--- config.mk ---
export PLATFORM = sky130hd
export DESIGN_NAME = lockable_bank_mapper
export DESIGN_NICKNAME = d
export VERILOG_FILES = /design/src/rtl/mapper_pkg.sv /design/src/rtl/mapper_decode.sv /design/src/rtl/mapper_regs.sv /design/src/rtl/mapper_xlate.sv /design/src/rtl/lockable_bank_mapper.sv
export SDC_FILE = /design/constraint.sdc
export NUM_CORES = 1
export LEC_CHECK = 0
export BUFFER_PORTS_ARGS = -buffer_cell sky130_fd_sc_hd__clkbuf_2
export CAP_MARGIN = 40
export CORE_MARGIN = 10
export CORE_UTILIZATION = 38
export CTS_CLUSTER_SIZE = 16
export DETAILED_ROUTE_END_ITERATION = 8
export PLACE_DENSITY = 0.85
export SYNTH_ARGS = -nofsm -noshare
export SYNTH_HDL_FRONTEND = slang
export SYNTH_SLANG_ARGS = --single-unit
export TNS_END_PERCENT = 50
--- constraint.sdc ---
create_clock -name clk_i -period 2.94 [get_ports clk_i]
set_input_delay 0.588 -clock clk_i [delete_from_list [all_inputs] [get_ports clk_i]]
set_output_delay 0.588 -clock clk_i [all_outputs]
set_load 0.05 [all_outputs]
--- src/rtl/mapper_pkg.sv ---
package mapper_pkg;
  localparam int ADDR_W  = 24;
  localparam int DATA_W  = 16;
  localparam int REG_W   = 8;
  localparam int SLOT_W  = 3;
  localparam int OFS_W   = 18;
  localparam int ROM_W   = SLOT_W + OFS_W;

  localparam logic [3:0]  SEL_CODE_RAM  = 4'hD;
  localparam logic [3:0]  SEL_CODE_MODE = 4'hE;
  localparam logic [3:0]  SEL_CODE_IDX  = 4'hF;
  localparam logic [7:0]  WR_PAGE_HI    = 8'h00;
  localparam logic [15:0] RD_PAGE       = 16'hA130;

  localparam logic [REG_W-1:0] RST_RAM  = 8'h00;
  localparam logic [REG_W-1:0] RST_MODE = 8'h80;
  localparam logic [REG_W-1:0] RST_IDX  = 8'h00;

  localparam int OPEN_BIT   = 7;
  localparam int LINEAR_BIT = 6;
  localparam int SRAM_BIT   = 7;

  typedef enum logic [1:0] {
    SEL_NONE = 2'd0,
    SEL_RAM  = 2'd1,
    SEL_MODE = 2'd2,
    SEL_IDX  = 2'd3
  } reg_sel_e;
endpackage

--- src/rtl/mapper_decode.sv ---
module mapper_decode
  import mapper_pkg::*;
(
  input  logic [ADDR_W-1:0] addr_i,
  input  logic              wr_i,
  input  logic              rd_i,
  output reg_sel_e          wr_sel_o,
  output logic              rd_hit_o
);
  logic in_wr_page;

  assign in_wr_page = (addr_i[23:16] == WR_PAGE_HI);

  always_comb begin
    wr_sel_o = SEL_NONE;
    if (wr_i && in_wr_page) begin
      unique case (addr_i[11:8])
        SEL_CODE_RAM:  wr_sel_o = SEL_RAM;
        SEL_CODE_MODE: wr_sel_o = SEL_MODE;
        SEL_CODE_IDX:  wr_sel_o = SEL_IDX;
        default:       wr_sel_o = SEL_NONE;
      endcase
    end
  end

  assign rd_hit_o = rd_i && (addr_i[23:8] == RD_PAGE);
endmodule

--- src/rtl/mapper_regs.sv ---
module mapper_regs
  import mapper_pkg::*;
(
  input  logic             clk_i,
  input  logic             rst_ni,
  input  reg_sel_e         wr_sel_i,
  input  logic [REG_W-1:0] wbyte_i,
  output logic [REG_W-1:0] ram_q_o,
  output logic [REG_W-1:0] mode_q_o,
  output logic [REG_W-1:0] idx_q_o
);
  logic open_q;
  assign open_q = mode_q_o[OPEN_BIT];

  always_ff @(posedge clk_i or negedge rst_ni) begin
    if (!rst_ni) begin
      ram_q_o  <= RST_RAM;
      mode_q_o <= RST_MODE;
      idx_q_o  <= RST_IDX;
    end else if (open_q) begin
      case (wr_sel_i)
        SEL_RAM:  ram_q_o  <= wbyte_i;
        SEL_MODE: mode_q_o <= wbyte_i;
        SEL_IDX:  idx_q_o  <= wbyte_i;
        default:  ;
      endcase
    end
  end
endmodule

--- src/rtl/mapper_xlate.sv ---
module mapper_xlate
  import mapper_pkg::*;
#(
  parameter int SW = SLOT_W,
  parameter int OW = OFS_W
) (
  input  logic [SW-1:0]    bank_idx_i,
  input  logic             linear_i,
  input  logic [SW-1:0]    slot_i,
  input  logic [OW-1:0]    ofs_i,
  output logic [SW+OW-1:0] rom_addr_o
);
  localparam int NSLOT = 1 << SW;

  logic [SW-1:0] slot_bank [NSLOT];

  for (genvar g = 0; g < NSLOT; g++) begin : g_slot
    logic [SW-1:0] step;
    assign step         = linear_i ? SW'(g) : '0;
    assign slot_bank[g] = bank_idx_i + step;  // wraps mod NSLOT
  end

  assign rom_addr_o = {slot_bank[slot_i], ofs_i};
endmodule

--- src/rtl/lockable_bank_mapper.sv ---
module lockable_bank_mapper
  import mapper_pkg::*;
(
  input  logic              clk_i,
  input  logic              rst_ni,
  input  logic [ADDR_W-1:0] addr_i,
  input  logic [DATA_W-1:0] wdata_i,
  input  logic              wr_i,
  input  logic              rd_i,
  output logic [DATA_W-1:0] rdata_o,
  output logic [ROM_W-1:0]  rom_addr_o,
  output logic              sram_map_o
);
  reg_sel_e         wr_sel;
  logic             rd_hit;
  logic [REG_W-1:0] ram_q, mode_q, idx_q;

  mapper_decode u_dec (
    .addr_i   (addr_i),
    .wr_i     (wr_i),
    .rd_i     (rd_i),
    .wr_sel_o (wr_sel),
    .rd_hit_o (rd_hit)
  );

  mapper_regs u_regs (
    .clk_i    (clk_i),
    .rst_ni   (rst_ni),
    .wr_sel_i (wr_sel),
    .wbyte_i  (wdata_i[REG_W-1:0]),
    .ram_q_o  (ram_q),
    .mode_q_o (mode_q),
    .idx_q_o  (idx_q)
  );

  mapper_xlate u_xlate (
    .bank_idx_i (idx_q[6:4]),
    .linear_i   (mode_q[LINEAR_BIT]),
    .slot_i     (addr_i[20:18]),
    .ofs_i      (addr_i[OFS_W-1:0]),
    .rom_addr_o (rom_addr_o)
  );

  assign sram_map_o = ram_q[SRAM_BIT];
  assign rdata_o    = rd_hit ? {{(DATA_W-REG_W){1'b0}}, idx_q[7:4], 4'h0} : '0;

  logic unused_bits;
  assign unused_bits = ^{wdata_i[DATA_W-1:REG_W], ram_q[6:0], mode_q[5:0], idx_q[3:0]};
endmodule

==> impl_metrics.tcl <==
set metrics [dict create \
    met1Wirelength_um 586 \
    final_max_slew_viol_count 0 \
    vdd.ir_drop.worst_v 0.000245 \
    wl_met3_um 377 \
    dpl.hpwl_um 1890 \
    synth-simple-area-share_pct 23.3 \
    die_w_um 66.1 \
    final_layout_size_suffix_gt1_share_pct 50.9 \
    synthXorXnorAreaFrac_pct 2.17 \
    cts_resized 0 \
    fin_crit_ns 2.66 \
    path_delay_family "adder cells" \
    rsz0062_at_grt "no" \
    synth.ff_latch_count 7 \
    cts_tree "built" \
    clock_latency_ns 0.26 \
    diodes 0 \
    cts_buffers 3 \
    critPathKind "reg -> out" \
    wl_um 2120 \
    grt_usage_pct 9.38 \
    cpPeakStageDelay_ns 0.47 \
    hold_viol 0 \
    fin_skew_ns 0.00665 \
    synth_edf_count 0 \
    cp-end-kind "output pin" \
    synth_ff_type "dfrtp_1" \
    areaGrowthSynthToFinish_pct 10.1 \
    synthCells 84 \
    synthAdderAreaFrac_pct 7.13 \
    antenna_found_initial 0 \
    dr.first_iter.drc_count 14 \
    hold_class "in -> async" \
    final.setup.tns_ns 0 \
    cpMaxStageDelayCell "mux4_2" \
    ys_types 26 \
    final.period_utilization_pct 90.5 \
    initial_core_util_pct 40.7 \
    grt.overflow.total 0 \
    port_buffers 41 \
    start_kind "flip-flop" \
    cp.required_ns 2.35 \
    synth_commonest_cells "buf_4, dfrtp_1, mux2_2" \
    clk_path_buf_depth 2 \
    holdBufCountCts 0 \
    power_per_cell_area_nw_per_um2 329 \
    cts_sinks 7 \
    path_buf_inv 1 \
    wl_met2_um 1100 \
    run_status "finished, final reports clean" \
    io_pins 82 \
    synth_top_area_cell "buf_4" \
    avgSynthCellArea_um2 9.61 \
    synth_area_leaders "buf_4, dfrtp_1, mux2_2, nor4b_4, ha_1" \
    muxShareOfSynthArea_pct 13.6 \
    grt_pass1_wl_um 3230 \
    die_area_um2 4370 \
    regArea_um2 176 \
    fmax_ghz 0.376 \
    maxCapViolCount 0 \
    root_buffer "clkbuf_4" \
    synth_warnings 0 \
    gp_congestion 0.748 \
    via_count 657 \
    dr.pass1.iters 4 \
    row_count 16 \
    multi_input_area_um2 432 \
    finalSetupViolCount 0 \
    nets 159 \
    drc 0 \
    cts_setup_buffers 0 \
    antenna_left 0 \
    dr.max_layer_used "met4" \
    power_mw 0.292 \
    routed_via_density 4.80 \
    grt_max_degree 8 \
    synth_compound_area_share_pct 1.71 \
    crit_path_cell_trace "ha_1 > fa_1 > mux4_2 > clkbuf_2" \
    p_leak_nw 0.477 \
    clk_pin_slew_ns 0.06 \
    synth_top_family_by_area "buffers and inverters" \
    yosysSeqAreaShare_pct 21.9 \
    synth_top_area_share_pct 27.9 \
    syn_area_um2 807 \
    die-height_um 66.1 \
    htree_levels 1 \
    wl_per_cell_um 15.4 \
    arrival_ns 2.07 \
    first_global_vias 713 \
    core-area_um2 1980 \
    synth_most_common_cell "buf_4" \
    fillCellCount 211 \
    async_flop_share_pct 100 \
    critPathMaxFanout 5 \
]
[stage by stage]
stage               worst slack [ns]  std cells  cell area [um^2]  util, %  hold slack (ns)
global placement               0.561        133               862     43.5            0.428
detailed placement             0.548        133               862     43.5            0.434
finish                         0.280        137               888     44.8            0.152
CTS                            0.263        137               888     44.8            0.154
global route                   0.104        137               888     44.8            0.156
floorplan                      0.247         95               848        -            0.292
[worst reg2reg max path: stages, from the launching register on]
cell     delay [ns]
dfstp_2        0.53
nor4b_4        0.28
nand4_2        0.24
mux2_2         0.33
[where the power goes]
part / switching (mW) / total [mW] / internal [mW]
logic: 0.0809 / 0.102 / 0.0209
registers: 0 / 0.0964 / 0.0964
clock network: 0.0417 / 0.0939 / 0.0522
total: 0.123 / 0.292 / 0.170
[flip-flops by register name, indices dropped and copies added (netlist names)]
name / count
u_regs.idx_q_o: 4
u_regs.mode_q_o: 2
u_regs.ram_q_o: 1
[worst paths after layout]
path | from | endpoint | slack, ns | depth (start not counted)
max | u_regs.mode_q_o[6]$_DFFE_PN0P_ | rom_addr_o[19] | 0.28 | 4
min | rst_ni | u_regs.ram_q_o[7]$_DFFE_PN0P_ | 0.15 | 1
max reg2reg | u_regs.mode_q_o[7]$_DFF_PN1_ | u_regs.idx_q_o[4]$_DFFE_PN0P_ | 1.44 | 3
min reg2reg | u_regs.mode_q_o[7]$_DFF_PN1_ | u_regs.mode_q_o[7]$_DFF_PN1_ | 0.46 | 1
max in group asynchronous | rst_ni | u_regs.mode_q_o[7]$_DFF_PN1_ | 2.55 | 1
min in group clk_i | u_regs.mode_q_o[7]$_DFF_PN1_ | u_regs.mode_q_o[7]$_DFF_PN1_ | 0.46 | 1
[logic make-up after synthesis]
family                   Yosys count
XOR/XNOR                           2
AO/OA/AOI/OAI                      2
multiplexers                       9
adder cells (fa/ha/maj)            4
buffers and inverters             34
flip-flops                         7
AND/OR/NAND/NOR                   25
other                              1
[cell type report]
type,instances,area share [%]
Multi-Input combinational cell,54,48.6
Timing Repair Buffer,41,23.1
Inverter,4,1.69
Tap cell,27,3.80
Clock buffer,4,2.96
Sequential cell,7,19.9
[per-layer routing]
layer	vias to the layer above	track usage, %
met5	-	0
met4	0	6.02
met3	6	5.25
met2	44	17.5
met1	304	7.19
li1	303	-
[cell usage in the layout, fill, tap and decap left out]
master and n:
and2_1 1, and4_1 1, and4bb_2 1, clkbuf_1 1, clkbuf_2 41, clkbuf_4 3, conb_1 12, dfrtp_1 6
dfstp_2 1, fa_1 1, ha_1 3, inv_1 4, mux2_2 6, mux2i_1 2, mux4_2 1, nand2_1 5
nand3_1 1, nand4_1 3, nand4_2 1, nor2_1 1, nor2b_1 2, nor3_1 5, nor4_1 1, nor4b_4 2
nor4bb_1 1, o21ai_0 1, o31a_1 1, xnor2_1 2
No activity file was read; power rests on OpenSTA's default activity.
